--- config.mk ---
export PLATFORM = sky130hd
export DESIGN_NAME = i2c_regxfer_master
export DESIGN_NICKNAME = d
export VERILOG_FILES = /design/src/rtl/i2cm_pkg.sv /design/src/rtl/i2cm_qtick.sv /design/src/rtl/i2cm_seq.sv /design/src/rtl/i2cm_pads.sv /design/src/rtl/i2c_regxfer_master.sv
export SDC_FILE = /design/constraint.sdc
export NUM_CORES = 1
export LEC_CHECK = 0
export ABC_AREA = 1
export BUFFER_PORTS_ARGS = -buffer_cell sky130_fd_sc_hd__buf_2
export CORE_MARGIN = 4
export CORE_UTILIZATION = 38
export DETAILED_ROUTE_END_ITERATION = 8
export GPL_TIMING_DRIVEN = 1
export SKIP_CTS_REPAIR_TIMING = 1
export SYNTH_ARGS = -nofsm -noshare
export SYNTH_HDL_FRONTEND = slang
export SYNTH_SLANG_ARGS = --single-unit
--- constraint.sdc ---
create_clock -name clk -period 1.8 [get_ports clk]
set_input_delay 0.27 -clock clk [delete_from_list [all_inputs] [get_ports clk]]
set_output_delay 0.27 -clock clk [all_outputs]
set_load 0.1 [all_outputs]
--- src/rtl/i2cm_pkg.sv ---
package i2cm_pkg;

  typedef enum logic [3:0] {
    SEG_IDLE, SEG_START, SEG_ADW, SEG_REG, SEG_RST,
    SEG_ADR, SEG_WDAT, SEG_RDAT, SEG_STOP
  } seg_e;

  // Address byte: 7-bit device address, then direction (1 = read).
  function automatic logic [7:0] addr_byte(logic [6:0] dev, logic rd);
    return {dev, rd};
  endfunction

  // Pull-low pattern {scl_low, sda_low} for a segment, quarter and bit.
  function automatic logic [1:0] bus_drive(seg_e seg, logic [1:0] ph,
                                           logic [3:0] bitn, logic txbit,
                                           logic mack);
    logic [1:0] r;
    r = 2'b00;
    case (seg)
      SEG_IDLE:  r = 2'b00;
      SEG_START: r = (ph == 2'd0) ? 2'b00 : (ph == 2'd3) ? 2'b11 : 2'b01;
      SEG_RST:   r = (ph == 2'd0) ? 2'b10 : (ph == 2'd1) ? 2'b00 :
                     (ph == 2'd2) ? 2'b01 : 2'b11;
      SEG_STOP:  r = (ph == 2'd0) ? 2'b11 : (ph == 2'd1) ? 2'b01 : 2'b00;
      default: begin
        r[1] = (ph == 2'd0) || (ph == 2'd3);
        if (bitn == 4'd8) r[0] = (seg == SEG_RDAT) ? mack : 1'b0;
        else              r[0] = (seg == SEG_RDAT) ? 1'b0 : ~txbit;
      end
    endcase
    return r;
  endfunction

endpackage

--- src/rtl/i2cm_qtick.sv ---
module i2cm_qtick #(
  parameter int QC = 4,
  localparam int CW = (QC > 1) ? $clog2(QC) : 1
) (
  input  logic clk,
  input  logic rst_n,
  input  logic clr,
  output logic tick
);
  logic [CW-1:0] cnt;

  assign tick = (cnt == CW'(QC - 1));

  always_ff @(posedge clk or negedge rst_n) begin
    if (!rst_n)           cnt <= '0;
    else if (clr || tick) cnt <= '0;
    else                  cnt <= cnt + CW'(1);
  end
endmodule

--- src/rtl/i2cm_seq.sv ---
module i2cm_seq
  import i2cm_pkg::*;
#(
  parameter int NB = 2,
  localparam int IW = (NB > 1) ? $clog2(NB) : 1,
  localparam int DW = 8 * NB
) (
  input  logic          clk,
  input  logic          rst_n,
  input  logic          tick,
  input  logic          cmd_valid,
  input  logic [6:0]    cmd_dev,
  input  logic [7:0]    cmd_reg,
  input  logic          cmd_rd,
  input  logic [DW-1:0] cmd_wdata,
  input  logic          scl_in,
  input  logic          sda_in,
  output seg_e          seg,
  output logic [1:0]    phase,
  output logic [3:0]    bitn,
  output logic          txbit,
  output logic          mack,
  output logic          accept,
  output logic          idle,
  output logic          done,
  output logic          nack,
  output logic [DW-1:0] rdata
);
  logic [IW-1:0] idx;
  logic [6:0]    dev_q;
  logic [7:0]    reg_q;
  logic          rd_q;
  logic [DW-1:0] wdata_q;
  logic          ack_low_q;
  logic [7:0]    cur_byte;
  logic          last, wtype, got_nack, sample_ev;
  seg_e          next_seg;
  logic [IW-1:0] next_idx;

  assign idle      = (seg == SEG_IDLE);
  assign accept    = idle && cmd_valid;
  assign last      = (idx == IW'(NB - 1));
  assign mack      = !last;
  assign sample_ev = !idle && tick && (phase == 2'd1) && scl_in;
  assign wtype     = (seg == SEG_ADW) || (seg == SEG_REG) ||
                     (seg == SEG_ADR) || (seg == SEG_WDAT);
  assign got_nack  = wtype && !ack_low_q;

  always_comb begin
    case (seg)
      SEG_ADW:  cur_byte = addr_byte(dev_q, 1'b0);
      SEG_ADR:  cur_byte = addr_byte(dev_q, 1'b1);
      SEG_REG:  cur_byte = reg_q;
      SEG_WDAT: cur_byte = wdata_q[{idx, 3'b000} +: 8];
      default:  cur_byte = 8'h00;
    endcase
  end
  assign txbit = cur_byte[~bitn[2:0]];

  always_comb begin
    next_idx = '0;
    if (got_nack) next_seg = SEG_STOP;
    else begin
      case (seg)
        SEG_ADW:  next_seg = SEG_REG;
        SEG_REG:  next_seg = rd_q ? SEG_RST : SEG_WDAT;
        SEG_ADR:  next_seg = SEG_RDAT;
        SEG_WDAT: next_seg = last ? SEG_STOP : SEG_WDAT;
        SEG_RDAT: next_seg = last ? SEG_STOP : SEG_RDAT;
        default:  next_seg = SEG_STOP;
      endcase
      if ((seg == SEG_WDAT || seg == SEG_RDAT) && !last) next_idx = idx + IW'(1);
    end
  end

  always_ff @(posedge clk or negedge rst_n) begin
    if (!rst_n) begin
      seg <= SEG_IDLE; phase <= '0; bitn <= '0; idx <= '0;
      dev_q <= '0; reg_q <= '0; rd_q <= 1'b0; wdata_q <= '0;
      rdata <= '0; nack <= 1'b0; done <= 1'b0; ack_low_q <= 1'b0;
    end else begin
      done <= 1'b0;
      if (accept) begin
        seg <= SEG_START; phase <= '0; bitn <= '0; idx <= '0;
        dev_q <= cmd_dev; reg_q <= cmd_reg; rd_q <= cmd_rd;
        wdata_q <= cmd_wdata; nack <= 1'b0; ack_low_q <= 1'b0;
      end else if (!idle && tick) begin
        phase <= phase + 2'd1;
        if (sample_ev && bitn == 4'd8) ack_low_q <= ~sda_in;
        if (sample_ev && seg == SEG_RDAT && bitn != 4'd8)
          rdata[{idx, ~bitn[2:0]}] <= sda_in;
        if (phase == 2'd3) begin
          ack_low_q <= 1'b0;
          case (seg)
            SEG_START: seg <= SEG_ADW;
            SEG_RST:   seg <= SEG_ADR;
            SEG_STOP:  begin seg <= SEG_IDLE; done <= 1'b1; end
            default: begin
              if (bitn != 4'd8) bitn <= bitn + 4'd1;
              else begin
                bitn <= '0;
                seg  <= next_seg;
                idx  <= next_idx;
                if (got_nack) nack <= 1'b1;
              end
            end
          endcase
        end
      end
    end
  end
endmodule

--- src/rtl/i2cm_pads.sv ---
module i2cm_pads
  import i2cm_pkg::*;
(
  input  seg_e       seg,
  input  logic [1:0] phase,
  input  logic [3:0] bitn,
  input  logic       txbit,
  input  logic       mack,
  output logic       scl_oe,
  output logic       sda_oe
);
  assign {scl_oe, sda_oe} = bus_drive(seg, phase, bitn, txbit, mack);
endmodule

--- src/rtl/i2c_regxfer_master.sv ---
module i2c_regxfer_master
  import i2cm_pkg::*;
#(
  parameter int QUARTER_CYCLES = 4,
  parameter int DATA_BYTES     = 2,
  localparam int DW = 8 * DATA_BYTES
) (
  input  logic          clk,
  input  logic          rst_n,
  input  logic          cmd_valid,
  input  logic [6:0]    cmd_dev,
  input  logic [7:0]    cmd_reg,
  input  logic          cmd_rd,
  input  logic [DW-1:0] cmd_wdata,
  output logic [DW-1:0] rd_data,
  output logic          done,
  output logic          nack_err,
  input  logic          scl_in,
  input  logic          sda_in,
  output logic          scl_oe,
  output logic          sda_oe
);
  seg_e       seg;
  logic [1:0] phase;
  logic [3:0] bitn;
  logic       txbit, mack;
  logic       q_tick, accept, idle;
  logic       start_win, stop_win;

  assign start_win = (seg == SEG_START) || (seg == SEG_RST);
  assign stop_win  = (seg == SEG_STOP);

  i2cm_qtick #(.QC(QUARTER_CYCLES)) u_tick (
    .clk(clk), .rst_n(rst_n), .clr(accept), .tick(q_tick)
  );

  i2cm_seq #(.NB(DATA_BYTES)) u_seq (
    .clk(clk), .rst_n(rst_n), .tick(q_tick), .cmd_valid(cmd_valid),
    .cmd_dev(cmd_dev), .cmd_reg(cmd_reg), .cmd_rd(cmd_rd),
    .cmd_wdata(cmd_wdata), .scl_in(scl_in), .sda_in(sda_in),
    .seg(seg), .phase(phase), .bitn(bitn), .txbit(txbit), .mack(mack),
    .accept(accept), .idle(idle), .done(done), .nack(nack_err),
    .rdata(rd_data)
  );

  i2cm_pads u_pads (
    .seg(seg), .phase(phase), .bitn(bitn), .txbit(txbit), .mack(mack),
    .scl_oe(scl_oe), .sda_oe(sda_oe)
  );
endmodule

# ---- After elaboration in Yosys (flattened, before gate mapping)
# Cells that the tools add are included.
dict set report totals {
  register_bits 64
  latchBits 0
  ram_bits 0
  mem_bits_ro 0
  input_bits 37
  out_inout_bits 20
  elab_cells 130
  mem_count 0
}
dict set report op_classes {
  n_addsub 4
  multipliers 0
  n_div 0
  n_lt_le_gt_ge 3
  eq_ne 17
  shifts 1
  muxes 56
  bitwise 4
  reduce_logical 32
}
# op count
set op_table {}
lappend op_table {{two-way mux 4 bit} 12}
lappend op_table {{case mux 8 bit (4 select lines)} 1}
lappend op_table {{two-way mux 1 bit} 27}
lappend op_table {{two-way mux 2 bit} 10}
lappend op_table {{case mux 4 bit (5 select lines)} 1}
lappend op_table {{bitwise mux 16 bit} 1}
lappend op_table {{equality test 4 x 3 -> 1 bit, second input constant} 4}
lappend op_table {{indexed part select 16 x 5 -> 8 bit} 1}
lappend op_table {{case mux 4 bit (3 select lines)} 1}
lappend op_table {{logical AND 1 bit} 10}
lappend op_table {{AND reduction 3 bit} 3}
lappend op_table {{equality test 4 x 2 -> 1 bit, second input constant} 2}
lappend op_table {{equality test 4 bit, second input constant} 2}
lappend op_table {{case mux 2 bit (4 select lines)} 1}
lappend op_table {{equality test 2 bit, second input constant} 3}
lappend op_table {{logical OR 1 bit} 6}
lappend op_table {{nonzero test 2 bit} 3}
lappend op_table {{less-than comparator 4 x 5 -> 1 bit, second input constant} 1}
lappend op_table {{inequality test 5 bit, second input constant} 1}
lappend op_table {{AND reduction 5 bit} 1}
lappend op_table {{adder 2 x 1 -> 2 bit, second input constant} 2}
lappend op_table {{adder 4 x 1 -> 4 bit, second input constant} 1}
lappend op_table {{demux 1 bit (select 4 bit)} 1}
lappend op_table {{equality test 4 x 1 -> 1 bit, second input constant} 1}
lappend op_table {{17 further kinds} 21}

# ---- Logic depth before layout (Yosys ltp)
dict set report depth {
  ltp_word 11
  mapped_depth 12
  depth_no_buf 12
}

# ---- By module
# Synthesis repeated with hierarchy kept, for this count alone.
dict set report hier_totals {
  hier_cells 504
  hier_area_um2 3644.7
}
# mod instances cells_each area_per_inst_um2
set modules_own_cells {}
lappend modules_own_cells {i2cm_seq 1 452 3342.0}
lappend modules_own_cells {i2cm_pads 1 43 217.7}
lappend modules_own_cells {i2cm_qtick 1 9 85.1}

# ---- Least setup slack after synthesis
# Ideal clock, no wire load.
dict set report synth_path {
  path_type {reg-to-output}
  start {reg u_seq.seg[2]}
  end {out scl_oe}
  arrival_ns 3.085
  required_ns 1.530
  setup_slack_ns -1.555
  stages_incl_launch_ff 8
  n_path_buf 0
  path_cell_list {dfrtp_1 -> inv_1 -> nor2_2 -> nand2_1 -> nand3_2 -> inv_1 -> nand2_1 -> o21ai_0}
}
dict set report synth_between {
  elab_chain_len 2
  word_cells_on_any_way 5
  classes_between {3 x eq/ne; 1 x mux; 1 x reduce/logical}
}
# element line
set synth_lines {}
lappend synth_lines {{from (decl)} i2cm_seq.sv:18} ;# output seg_e seg,
lappend synth_lines {{from (signal assigned)} i2cm_seq.sv:102} ;# seg <= next_seg;
lappend synth_lines {{equality test 4 bit (tied with other cells)} i2cm_pkg.sv:19} ;# case (seg)
lappend synth_lines {{case mux 2 bit (4 select lines) (*)} i2cm_pkg.sv:19}
lappend synth_lines {{to (decl)} i2c_regxfer_master.sv:20} ;# output logic scl_oe,
# Every way passes the cells marked *; elsewhere a longest branch is shown, timed or not.

# ---- Worst setup path in the final report
dict set report layout_path {
  start {reg u_seq.seg[2]}
  end {out sda_oe}
}
dict set report layout_between {
  elab_chain_len 8
  word_cells_on_any_way 17
  classes_between {8 x eq/ne; 7 x mux; 1 x bitwise; 1 x reduce/logical}
}
# element line
set layout_lines {}
lappend layout_lines {{equality test 4 x 3 -> 1 bit or equality test 4 x 2 -> 1 bit (tied branches)} i2cm_seq.sv:50} ;# case (seg)
lappend layout_lines {{case mux 8 bit (4 select lines)} i2cm_seq.sv:50}
lappend layout_lines {{binary-select mux 1 bit (select 3 bit)} i2cm_seq.sv:58} ;# assign txbit = cur_byte[~bitn[2:0]];
lappend layout_lines {{two-way mux 1 bit (not written as such)} i2cm_seq.sv:58}
lappend layout_lines {{NOT 1 bit} i2cm_pkg.sv:28} ;# else r[0] = (seg == SEG_RDAT) ? 1'b0 : ~txbit;
lappend layout_lines {{two-way mux 1 bit} i2cm_pkg.sv:28}
lappend layout_lines {{two-way mux 1 bit} i2cm_pkg.sv:27} ;# if (bitn == 4'd8) r[0] = (seg == SEG_RDAT) ? mack : 1'b0;
lappend layout_lines {{case mux 2 bit (4 select lines) (*)} i2cm_pkg.sv:19}
lappend layout_lines {{to (decl)} i2c_regxfer_master.sv:21} ;# output logic sda_oe
# Every way passes the cells marked *; elsewhere a longest branch is shown, timed or not. The select of a mux whose other input is x is not followed.

==> flow_summary.ini <==
[synth]
ys_seq_elements = 64
ys.flop_type = dfrtp_1
synth_warnings = 0
ys_types = 29
synth_fp_nets = 474
async_flop_share_pct = 100
ys_seq_area_share_pct = 48.6
synth_edf_count = 0
syn_inst = 428
synth_area_mm2 = 0.00330
avgSynthCellArea_um2 = 7.71

[grt]
first_global_vias = 3102
grt_pass1_wl_mm = 13.9
grt_max_degree = 65
gr-usage-all-layers_pct = 17.0
grt_antenna_before_repair = 0
grt_overflow = 0

[finish]
drive_gt1_share_pct = 35.3
finalNetCount = 573
final_cell_mix = 149 x nand2_1, 60 x dfrtp_1, 54 x buf_2
nFillCells = 802
area_growth_pct = 36.3
final_common_cell = nand2_1
n_antenna_cell = 0
final_core_util_pct = 53.9

[floorplanning]
die_x_um = 101
num_io_pins = 57
initial_utilization_pct = 39.5
die-area_mm2 = 0.0102
die_h_um = 101
rows = 33
core-area_mm2 = 0.00834

[timing]
worstMarginPinSlew_ns = 0.497
fmax_mhz = 444
setup_slack_ns = -0.451
rsz0062_at_grt = true
hold_viol = 0
slew_headroom_pct = 66.8
skew_ns = 0.00805
finalCriticalPeriod_ns = 2.25
timing.final.crit_share_pct = 125
finalMaxSlewViolations = 0
setup_violations = 2

[placement]
gp_congestion = 0.886
place_hpwl_mm = 5.93
pre_cts_ws_ns = -0.139
io_buffers = 56

[critical_path]
path_max_fanout = 8
critPathKind = register to output port
start_kind = register
crit_required_ns = 1.53
cp.arrival_ns = 1.98
cp-end-kind = output port

[routing]
post_drt_via_cell_ratio = 4.77
wl_mm = 8.26
vias = 3039
drc = 0
drtAntennaViolNets = 0
first_pass_iters = 4
drt_iter0_drc = 178
detail_route.wl_per_cell_um = 13.0

[clock_tree]
clk_pin_slew_ns = 0.08
cts.htree.levels = 3
insertion_delay_ns = 0.34
tritoncts = done
cts-root-buf = clkbuf_8
clockBufferDepth = 2
cts_buffers = 9
cts_sinks = 64

[min_path]
hold_class = primary input to register

[pwr]
peakVddDrop_v = 0.000335
finalPower_mw = 2.98
power-per-cell-area_mw_per_mm2 = 663
leakage_nw = 2.33

[run_status]
violations = setup timing
status = complete, but fails checks

[job]
maxCapViolCount = 0
[worst max-delay path, cell delays in order (launching register included)]
cell     delay, ns
dfrtp_2       0.45
nand2_2       0.16
nor2_4        0.08
a21oi_1       0.18
nand3_1       0.11
nand2_1       0.08
nand2_1       0.06
nand2_2       0.07
nand3_4       0.07
a21oi_4       0.17
buf_12        0.19
[synth_stat cells, drive strengths merged (2+ instances only)]
| cell | instances | area (um^2) |
|---|---|---|
| nand2 | 172 | 661 |
| a21oi | 12 | 60.1 |
| o21ai | 48 | 248 |
| nand3 | 31 | 178 |
| inv | 41 | 154 |
| ha | 9 | 113 |
| buf | 5 | 25.0 |
| o22ai | 2 | 12.5 |
| clkbuf | 5 | 18.8 |
| nor3 | 3 | 15.0 |
| nor3b | 2 | 20.0 |
| dfrtp | 64 | 1600 |
| nand3b | 2 | 27.5 |
| nor2 | 27 | 131 |
[where the power goes]
part	switching, mW	internal [mW]
clock	0.600	0.868
combinational	0.0444	0.0330
sequential	0	1.44
[flip-flops by register name, indices dropped and copies added (netlist names)]
register         flops
u_seq.rdata         16
u_seq.wdata_q       16
u_seq.reg_q          8
u_seq.dev_q          7
u_seq.bitn           4
u_seq.seg            4
u_seq.phase          2
u_tick.cnt           2
u_seq.ack_low_q      1
u_seq.done           1
u_seq.idx            1
u_seq.nack           1
u_seq.rd_q           1
[path summary, 6_finish.rpt]
path,from,endpoint,slack [ns],cells after the start
min in group asynchronous,rst_n,u_seq.rdata[10],0.46,3
worst max register to register,u_seq.seg[0],u_seq.rdata[12],0.01,12
worst max-delay path,u_seq.seg[2],sda_oe,-0.45,10
max in group asynchronous,rst_n,u_seq.idx,1.04,3
worst min register to register,u_tick.cnt[0],u_tick.cnt[0],0.44,1
worst min-delay path,cmd_dev[1],u_seq.dev_q[1],0.11,3
[cells by family (layout without fill, tap and decap cells)]
family,Yosys count,after routing,synth area share (%)
buf+inv,52,156,6.15
flops,64,64,48.6
compound gates,65,65,10.4
fa+ha+maj,9,9,3.41
simple gates,238,238,31.5
[layout make-up]
| class | count | area (um^2) | share of cell area (%) |
|---|---|---|---|
| clock buffer | 11 | 151 | 3.37 |
| tap | 105 | 131 | 2.92 |
| timing repair buffer | 98 | 661 | 14.7 |
| sequential | 64 | 1610 | 35.7 |
| multi-input combinational | 312 | 1690 | 37.7 |
| clock inverter | 5 | 86.3 | 1.92 |
| inverter | 42 | 165 | 3.67 |
[layer usage]
layer / up-vias / global-route usage, % / part of all wire, %
li1: 1563 / - / -
met1: 1391 / 23.1 / 46
met2: 73 / 26.1 / 47
met3: 12 / 3.24 / 5.8
met4: 0 / 8.49 / 1.7
met5: - / 0 / 0
[stage by stage]
step	setup TNS [ns]	cell area (um^2)	std cells	hold slack, ns
floorplan	-0.203	3360	428	-0.0256
global placement	-0.116	4040	615	0.314
detailed placement	-0.139	4040	615	0.312
CTS	-0.801	4280	631	-0.0628
global route	-2.24	4500	637	0.112
finish	-0.709	4500	637	0.112
(Power assumes the default switching activity.)
